--- src/rtl/ptw_pkg.sv ---
package ptw_pkg;

    typedef enum logic [2:0] {
        ST_IDLE,
        ST_READ_PTE,
        ST_WAIT_RESP,
        ST_UPDATE_PTE,
        ST_DONE,
        ST_FAULT
    } ptw_state_e;

    typedef enum logic [1:0] {
        VERDICT_OK,
        VERDICT_OK_WB,
        VERDICT_PAGE_FAULT,
        VERDICT_PROT_FAULT
    } ptw_verdict_e;

    localparam int unsigned PTE_BIT_PRESENT  = 31;
    localparam int unsigned PTE_BIT_REF      = 30;
    localparam int unsigned PTE_BIT_DIRTY    = 29;
    localparam int unsigned PTE_BIT_WRITABLE = 28;
    localparam int unsigned FLAG_W           = 4;

endpackage

--- src/rtl/ptw_addr_gen.sv ---
module ptw_addr_gen #(
    parameter int unsigned VPN_W       = 20,
    parameter int unsigned PA_W        = 32,
    parameter int unsigned ENTRY_BYTES = 4
) (
    input  logic            clk,
    input  logic            rst_n,
    input  logic            load,
    input  logic [PA_W-1:0] base_in,
    input  logic [VPN_W-1:0] vpn_in,
    output logic [PA_W-1:0] entry_addr
);
    localparam int unsigned SHIFT = $clog2(ENTRY_BYTES);

    logic [PA_W-1:0]  base_q;
    logic [VPN_W-1:0] vpn_q;

    always_ff @(posedge clk) begin
        if (!rst_n) begin
            base_q <= '0;
            vpn_q  <= '0;
        end else if (load) begin
            base_q <= base_in;
            vpn_q  <= vpn_in;
        end
    end

    always_comb begin
        entry_addr = base_q + (PA_W'(vpn_q) << SHIFT);
    end

    AST_ADDR_HELD: assert property (@(posedge clk) disable iff (!rst_n)
        !load |=> $stable(entry_addr)) else $error("entry address moved without a load");

endmodule

--- src/rtl/ptw_pte_eval.sv ---
module ptw_pte_eval
    import ptw_pkg::*;
#(
    parameter int unsigned PTE_W = 32
) (
    input  logic [PTE_W-1:0] pte_in,
    input  logic             is_write,
    output ptw_verdict_e     verdict,
    output logic [PTE_W-1:0] pte_new
);
    always_comb begin
        pte_new              = pte_in;
        pte_new[PTE_BIT_REF] = 1'b1;
        if (is_write) begin
            pte_new[PTE_BIT_DIRTY] = 1'b1;
        end

        if (!pte_in[PTE_BIT_PRESENT]) begin
            verdict = VERDICT_PAGE_FAULT;
        end else if (is_write && !pte_in[PTE_BIT_WRITABLE]) begin
            verdict = VERDICT_PROT_FAULT;
        end else if (pte_new != pte_in) begin
            verdict = VERDICT_OK_WB;
        end else begin
            verdict = VERDICT_OK;
        end
    end

endmodule

--- src/rtl/ptw_fsm.sv ---
module ptw_fsm
    import ptw_pkg::*;
#(
    parameter int unsigned PA_W  = 32,
    parameter int unsigned PTE_W = 32,
    parameter int unsigned PPN_W = 20
) (
    input  logic             clk,
    input  logic             rst_n,
    input  logic             req_valid,
    input  logic             req_write,
    output logic             req_ready,
    output logic             load,
    output logic             write_q,
    input  logic [PA_W-1:0]  entry_addr,
    input  ptw_verdict_e     verdict,
    input  logic [PTE_W-1:0] pte_new,
    output logic             mem_req_valid,
    input  logic             mem_req_ready,
    output logic             mem_req_write,
    output logic [PA_W-1:0]  mem_req_addr,
    output logic [PTE_W-1:0] mem_req_wdata,
    input  logic             mem_rsp_valid,
    output logic             done,
    output logic             fault_page,
    output logic             fault_prot,
    output logic [PPN_W-1:0] out_ppn,
    output logic [FLAG_W-1:0] out_flags
);
    ptw_state_e       state_q, state_d;
    logic [PTE_W-1:0] pte_upd_q;
    logic             prot_q;

    always_comb begin
        state_d = state_q;
        unique case (state_q)
            ST_IDLE:       if (req_valid) state_d = ST_READ_PTE;
            ST_READ_PTE:   if (mem_req_ready) state_d = ST_WAIT_RESP;
            ST_WAIT_RESP: begin
                if (mem_rsp_valid) begin
                    unique case (verdict)
                        VERDICT_OK:         state_d = ST_DONE;
                        VERDICT_OK_WB:      state_d = ST_UPDATE_PTE;
                        VERDICT_PAGE_FAULT: state_d = ST_FAULT;
                        VERDICT_PROT_FAULT: state_d = ST_FAULT;
                        default:            state_d = ST_FAULT;
                    endcase
                end
            end
            ST_UPDATE_PTE: if (mem_req_ready) state_d = ST_DONE;
            ST_DONE:       state_d = ST_IDLE;
            ST_FAULT:      state_d = ST_IDLE;
            default:       state_d = ST_IDLE;
        endcase
    end

    always_ff @(posedge clk) begin
        if (!rst_n) begin
            state_q   <= ST_IDLE;
            pte_upd_q <= '0;
            prot_q    <= 1'b0;
            write_q   <= 1'b0;
        end else begin
            state_q <= state_d;
            if (load) begin
                write_q <= req_write;
            end
            if (state_q == ST_WAIT_RESP && mem_rsp_valid) begin
                pte_upd_q <= pte_new;
                prot_q    <= (verdict == VERDICT_PROT_FAULT);
            end
        end
    end

    always_comb begin
        load          = (state_q == ST_IDLE) && req_valid;
        req_ready     = (state_q == ST_IDLE);
        mem_req_valid = (state_q == ST_READ_PTE) || (state_q == ST_UPDATE_PTE);
        mem_req_write = (state_q == ST_UPDATE_PTE);
        mem_req_addr  = entry_addr;
        mem_req_wdata = pte_upd_q;
        done          = (state_q == ST_DONE);
        fault_page    = (state_q == ST_FAULT) && !prot_q;
        fault_prot    = (state_q == ST_FAULT) && prot_q;
        out_ppn       = '0;
        out_flags     = '0;
        if (state_q == ST_DONE) begin
            out_ppn   = pte_upd_q[PPN_W-1:0];
            out_flags = {pte_upd_q[PTE_BIT_PRESENT], pte_upd_q[PTE_BIT_REF],
                         pte_upd_q[PTE_BIT_DIRTY],   pte_upd_q[PTE_BIT_WRITABLE]};
        end
    end

    AST_ONE_OUTCOME: assert property (@(posedge clk) disable iff (!rst_n)
        $onehot0({done, fault_page, fault_prot})) else $error("more than one outcome");
    AST_DONE_PULSE: assert property (@(posedge clk) disable iff (!rst_n)
        (done || fault_page || fault_prot) |=> !(done || fault_page || fault_prot)) else $error("outcome longer than a cycle");
    AST_REQ_HOLD: assert property (@(posedge clk) disable iff (!rst_n)
        (mem_req_valid && !mem_req_ready) |=> (mem_req_valid && $stable(mem_req_addr)
            && $stable(mem_req_write) && $stable(mem_req_wdata))) else $error("request dropped");
    AST_WB_SETS_REF: assert property (@(posedge clk) disable iff (!rst_n)
        (mem_req_valid && mem_req_write) |-> mem_req_wdata[PTE_BIT_REF]) else $error("write-back without ref");
    AST_FAULT_NO_PPN: assert property (@(posedge clk) disable iff (!rst_n)
        (fault_page || fault_prot) |-> (out_ppn == '0)) else $error("translation on fault");
    AST_PROT_WAS_WRITE: assert property (@(posedge clk) disable iff (!rst_n)
        fault_prot |-> write_q) else $error("protection fault on read");

endmodule

--- src/rtl/ptw_walker.sv ---
module ptw_walker
    import ptw_pkg::*;
#(
    parameter int unsigned VPN_W = 20,
    parameter int unsigned PA_W  = 32,
    parameter int unsigned PTE_W = 32,
    parameter int unsigned PPN_W = 20
) (
    input  logic              clk,
    input  logic              rst_n,
    input  logic              req_valid,
    output logic              req_ready,
    input  logic [VPN_W-1:0]  req_vpn,
    input  logic              req_write,
    input  logic [PA_W-1:0]   ptbr_base,
    output logic              mem_req_valid,
    input  logic              mem_req_ready,
    output logic              mem_req_write,
    output logic [PA_W-1:0]   mem_req_addr,
    output logic [PTE_W-1:0]  mem_req_wdata,
    input  logic              mem_rsp_valid,
    input  logic [PTE_W-1:0]  mem_rsp_rdata,
    output logic              done,
    output logic              fault_page,
    output logic              fault_prot,
    output logic [PPN_W-1:0]  out_ppn,
    output logic [FLAG_W-1:0] out_flags
);
    localparam int unsigned ENTRY_BYTES = PTE_W / 8;

    logic             load;
    logic             write_q;
    logic [PA_W-1:0]  entry_addr;
    ptw_verdict_e     verdict;
    logic [PTE_W-1:0] pte_new;

    ptw_addr_gen #(
        .VPN_W(VPN_W), .PA_W(PA_W), .ENTRY_BYTES(ENTRY_BYTES)
    ) u_addr (
        .clk(clk), .rst_n(rst_n), .load(load),
        .base_in(ptbr_base), .vpn_in(req_vpn), .entry_addr(entry_addr)
    );

    ptw_pte_eval #(.PTE_W(PTE_W)) u_eval (
        .pte_in(mem_rsp_rdata), .is_write(write_q),
        .verdict(verdict), .pte_new(pte_new)
    );

    ptw_fsm #(.PA_W(PA_W), .PTE_W(PTE_W), .PPN_W(PPN_W)) u_fsm (
        .clk(clk), .rst_n(rst_n),
        .req_valid(req_valid), .req_write(req_write), .req_ready(req_ready),
        .load(load), .write_q(write_q), .entry_addr(entry_addr),
        .verdict(verdict), .pte_new(pte_new),
        .mem_req_valid(mem_req_valid), .mem_req_ready(mem_req_ready),
        .mem_req_write(mem_req_write), .mem_req_addr(mem_req_addr),
        .mem_req_wdata(mem_req_wdata), .mem_rsp_valid(mem_rsp_valid),
        .done(done), .fault_page(fault_page), .fault_prot(fault_prot),
        .out_ppn(out_ppn), .out_flags(out_flags)
    );

    AST_RESULT_IDLE: assert property (@(posedge clk) disable iff (!rst_n)
        (done || fault_page || fault_prot) |=> req_ready) else $error("no return to idle");

endmodule

--- config.mk ---
export PLATFORM = sky130hd
export DESIGN_NAME = ptw_walker
export DESIGN_NICKNAME = d
export VERILOG_FILES = /design/src/rtl/ptw_pkg.sv /design/src/rtl/ptw_addr_gen.sv /design/src/rtl/ptw_pte_eval.sv /design/src/rtl/ptw_fsm.sv /design/src/rtl/ptw_walker.sv
export SDC_FILE = /design/constraint.sdc
export NUM_CORES = 1
export LEC_CHECK = 0
export BUFFER_PORTS_ARGS = -buffer_cell sky130_fd_sc_hd__buf_2
export CELL_PAD_IN_SITES_DETAIL_PLACEMENT = 1
export CELL_PAD_IN_SITES_GLOBAL_PLACEMENT = 1
export CORE_MARGIN = 4
export CORE_UTILIZATION = 32
export DETAILED_ROUTE_END_ITERATION = 8
export GPL_TIMING_DRIVEN = 0
export PLACE_DENSITY = 0.84
export SKIP_CTS_REPAIR_TIMING = 1
export SLEW_MARGIN = 10
export SYNTH_ARGS = -nofsm -noshare
export SYNTH_HDL_FRONTEND = slang
export SYNTH_SLANG_ARGS = --single-unit
export TNS_END_PERCENT = 50
--- constraint.sdc ---
create_clock -name clk -period 2.5 [get_ports clk]
set_clock_uncertainty 0.15 [all_clocks]
set_input_delay 0.25 -clock clk [delete_from_list [all_inputs] [get_ports clk]]
set_output_delay 0.25 -clock clk [all_outputs]
set_load 0.01 [all_outputs]
After elaboration in Yosys (flattened, before gate mapping)
Cells that the tools add are included.

Flip-flop bits (word level): 89. Bits in latches: 0. Memory bits (writable): 0. Bits in read-only memories: 0. Memories: 0.

$add $sub $neg: 1. Multiply operators: 0. Div/mod/pow operators: 0. Order comparisons: 0. Eq/ne operators: 13. Shifts and indexed selects: 0. Muxes and demuxes: 12. Bitwise operators: 0. Reduce and logical (&&, ||, !) cells: 12.

Operator list (count): 32-bit by 22-bit adder with 32-bit output (1); 20-bit two-way mux (1); 3-bit two-way mux (4); 3-bit one-hot mux with 4 select lines (1); 3-bit one-hot mux with 3 select lines (1); 2-bit inequality test, second input constant (4); 3-bit by 2-bit equality test with 1-bit output, second input constant (2); 3-bit equality test, second input constant (2); 1-bit logical AND (5); 2-bit equality test, second input constant (2); 2-bit two-way mux (2); 4-bit two-way mux (1); 4-bit AND reduction (1); 3-bit by 1-bit equality test with 1-bit output, second input constant (1); 3-bit zero test (1); 2-bit by 1-bit equality test with 1-bit output, second input constant (1); 1-bit zero test (2); 2-bit zero test (1); 1-bit two-way mux (2); 2-bit inequality test (1); 2-bit OR reduction (1); 1-bit logical OR (1).

Logic depth before layout (Yosys ltp)
Depth after elaboration: 10. Mapped depth: 10. Gate-level depth less buffers: 10.

Hierarchy
Synthesis repeated with hierarchy kept, for this count alone.

Cell total of the unflattened synthesis: 597. Area total of the unflattened synthesis: 5504.0 sq um.

Modules (own cells, without submodules): ptw_addr_gen (instances 1, cells each 326, area an instance 3113.0 sq um, sequential area each 1041.0 sq um); ptw_fsm (instances 1, cells each 234, area an instance 2118.3 sq um, sequential area each 740.7 sq um); ptw_pte_eval (instances 1, cells each 37, area an instance 272.8 sq um, sequential area each 0.0 sq um).

Worst setup path after synthesis
No wires, ideal clock.

Path type: register to output. Start point: reg u_addr.vpn_q[0]. End point: out mem_req_addr[30]. Arrival time: 2.128 ns. Data required time: 2.100 ns. Slack: -0.028 ns. Stages on the path, launching flop included: 11. Cell sequence: dfxtp_1 -> ha_1 -> inv_1 -> fa_1 -> nand2b_1 -> a21oi_1 -> o21ai_1 -> o21ai_2 -> a221oi_4 -> nor4_1 -> xor2_1.

Word-level cells in the longest chain between the ends: 1.

RTL lines: start, declared (line ptw_addr_gen.sv:16) `logic [VPN_W-1:0] vpn_q;`; start signal, assigned (line ptw_addr_gen.sv:24) `vpn_q <= vpn_in;`; 32-bit by 22-bit adder with 32-bit output (line ptw_addr_gen.sv:29) `entry_addr = base_q + (PA_W'(vpn_q) << SHIFT);`; end, declared (line ptw_walker.sv:19) `output logic [PA_W-1:0] mem_req_addr,`.

Every way passes these cells.

Final worst setup path
Start point: reg u_addr.base_q[2]. End point: out mem_req_addr[30].

Word-level cells in the longest chain between the ends: 1.

RTL lines: start, declared (line ptw_addr_gen.sv:15) `logic [PA_W-1:0] base_q;`; start signal, assigned (line ptw_addr_gen.sv:23) `base_q <= base_in;`; 32-bit by 22-bit adder with 32-bit output (line ptw_addr_gen.sv:29).

Every way passes these cells.

==> out/results.txt <==
Area share of fa/ha/maj cells after synthesis -> 5.560%
Hold_ws -> -0.01555 ns
Crit Path Class -> flip-flop to output port
Busiest grt layer -> met2
Met2 Use GR -> 33.04%
Worst vdd ir -> 0.3883 mV
Worst-Skew Late Latency -> 0.35 ns
Worst Path Required -> 2.10 ns
DRC -> 0
Post-Synth XOR/XNOR Area -> 4.865%
Dpl ws -> -0.4572 ns
Crit start category -> flip-flop
GPL Wtd Cong -> 0.8579
Register clock-pin slew on the reported worst setup and hold paths -> 0.07 ns
Synth Cell Area -> 0.004861 mm²
Drt first pass iters -> 4
Max Slew Vio Count -> 0
Initial core utilization -> 33.07%
Total CTS buffers -> 9
GRT Total Usage -> 18.23%
Via-to-Cell Ratio -> 4.895
Max clock buf depth -> 2
Via count -> 4,988
CP Max Fanout -> 5
Post-Synth Simple-Gate Area -> 25.23%
Last element of the critical path -> mem_req_addr[30]
Tot Pwr -> 4542 µW
Register bit total from synthesis -> 89
Worst Setup SP -> u_addr.base_q[2]
Initial DRC count -> 183
WL final -> 16.92 mm
Failing checks -> hold timing, setup timing
EDFF count, synth -> 0
Root buffer cell -> clkbuf_16
Compound-Gate Fraction of Synth Area -> 23.68%
Crit end category -> output port
Max_cap viols -> 0
Largest family of logic cells by synthesized area -> simple AND/OR/NAND/NOR gates
Mean Syn Cell Area -> 7.943 µm²
Nets -> 941
Final core utilization -> 46.89%
Final ANT Viol Nets -> 0
Crit path DAT -> 2.69 ns
RSZ-0062 raised after global routing -> yes
Layout fillers -> 1,839
GRT overflow -> 0
Largest net degree at the start of global routing -> 17
Syn nets -> 723
Hold Crit Depth -> 3
Reg2Reg Depth -> 6
Post-route insts no fill -> 1,019
Setup-failing EPs final -> 24
Initial antenna violation count -> 2
Area of the multi-input gates -> 0.003211 mm²
Multiplexer share of the synthesized area -> 0%
Yosys cell types -> 52
Reg2reg end -> u_addr.base_q[19]
CTS H-tree lvls -> 3
Met1 Use GR -> 20.52%
Share of cells above drive strength 1 -> 34.13%
TritonCTS clock tree -> built
Hold Vio Cnt, Final -> 12
Global-route wire length before repair -> 25.68 mm
Max_slew headroom -> 63.21%
Syn. warnings -> 0
Vias in the first global route -> 5,070
Asr flop ratio synth -> 0%
Mean routed wirelength per cell -> 16.60 µm
Power Density -> 659.0 mW/mm²
Top FF cell, synth -> dfxtp_1
Inserted Diodes -> 0
Register area -> 0.001793 mm²
Outcome -> complete, but fails checks
Syn Inst Count -> 612
Die area -> 0.01723 mm²
Tcrit/Tclk final -> 123.8%
R2R Setup Slk -> 0.36 ns
Rows -> 44
Worst hold path class -> input port to flip-flop
Min Tclk post-route -> 3.094 ns
Io pins -> 184
Met3 usage -> 6.346%
Post-DP HPWL -> 12.71 mm
Chip width -> 131.3 µm
F_max -> 0.3232 GHz
CTS sink cnt -> 89
Area Growth Syn to Fin -> 41.80%
Inst Count DP -> 979
Worst Max-Slew Pin Slew -> 0.5519 ns
DIE HEIGHT -> 131.3 µm
Sequential fraction of the synthesis area -> 36.65%
Fin worst setup slack -> -0.5940 ns
Leak -> 0.003119 µW
Worst R2R Start -> u_fsm.state_q[2]
Port buffer count -> 183
Core area -> 0.01470 mm²
==> synthesized netlist by cell type (all sizes together) (5+ instances only) <==
cell    number  share of area (%)
nand2b       5               0.64
nand3        9               0.93
and3         6               0.77
and2        26                3.3
a21boi      84                 13
nor3         5               0.51
nor2        18                1.4
ha          20                5.1
xnor2       16                2.9
o21ai       14                1.6
dfxtp       89                 37
a21o         7                1.1
clkbuf      31                2.4
xor2        11                2.0
a21oi       24                2.7
nand2      186                 14
inv         12               0.93
==> per-layer routing <==
metal | vias to the layer above | share of wire (%)
met5 | - | 0.15
met3 | 23 | 6.4
li1 | 2487 | -
met4 | 4 | 1.5
met2 | 124 | 51
met1 | 2350 | 41
==> critical path, cell delays in order, from the launching register on <==
cell and delay [ns]:
dfxtp_2 0.36, ha_4 0.16, inv_2 0.04, fa_2 0.36, nand2b_4 0.16, a21oi_4 0.19, o21ai_4 0.09, o21ai_4 0.20
a221oi_4 0.14, nor4_4 0.31, xor2_1 0.18, buf_2 0.15
==> cell type report <==
cell class | count | area share [%]
well taps | 184 | 3.340
repair buffers | 207 | 16.65
inverters | 12 | 0.6535
plain buffers | 35 | 2.233
clock inverters | 6 | 1.071
clock buffers | 10 | 3.467
flip-flops and latches | 89 | 26.01
multi-input cells | 476 | 46.58
==> cell families after synthesis <==
group                    after synthesis
XOR/XNOR                              27
buffers and inverters                 47
flip-flops                            89
AO/OA/AOI/OAI                        154
AND/OR/NAND/NOR                      274
adder cells (fa/ha/maj)               21
==> cells in the final DEF, fill, tap and decap left out, drive strengths merged, types with 4 or more instances in the layout <==
master,synthesis,routed
ha,20,20
nor3b,4,4
clkbuf,31,41
xnor2,16,16
and3,6,6
nand3,9,9
a21oi,24,24
a21o,7,7
a21boi,84,84
dfxtp,89,89
nand2,186,186
buf,4,195
inv,12,15
o21ai,14,14
nand2b,5,5
dlygate4sd3,0,16
nor3,5,5
and2,26,26
o21a,4,4
nor2,18,18
xor2,11,11
==> sequential cells by signal, summed over array words and instances, names as in the netlist <==
signal and count:
u_fsm.state_q 3, u_fsm.mem_req_wdata 32, u_addr.vpn_q 20, u_fsm.prot_q 1
u_addr.base_q 32, u_fsm.write_q 1
==> worst min path at each step <==
stage / start / to / slack [ns]
after floorplan: req_vpn[10] / u_addr.vpn_q[10] / 0.24
after global placement: u_fsm.mem_req_wdata[25] / u_fsm.mem_req_wdata[25] / 0.30
after detailed placement: u_fsm.mem_req_wdata[25] / u_fsm.mem_req_wdata[25] / 0.30
after CTS: mem_rsp_rdata[14] / u_fsm.mem_req_wdata[14] / -0.03
after global routing: req_vpn[4] / u_addr.vpn_q[4] / 0.0004
final: ptbr_base[5] / u_addr.base_q[5] / -0.02
==> where the power goes <==
group	switching, µW	internal, µW	leakage [µW]	total (µW)
clock	618	818	0.000153	1440
combinational	817	565	0.00224	1380
sequential	143	1580	0.000729	1720
total	1580	2960	0.00312	4540
==> metrics by stage <==
stage,TNS [ns],hold slack [ns],area (µm²)
floorplan,0,0.2449,4867
global placement,-2.559,0.2978,6013
detailed placement,-3.453,0.3040,6013
CTS,-20.19,-0.02553,6326
global route,-11.88,0.0004289,6893
finish,-8.574,-0.01555,6893
Note: power is estimated with default switching activity, not from simulation.
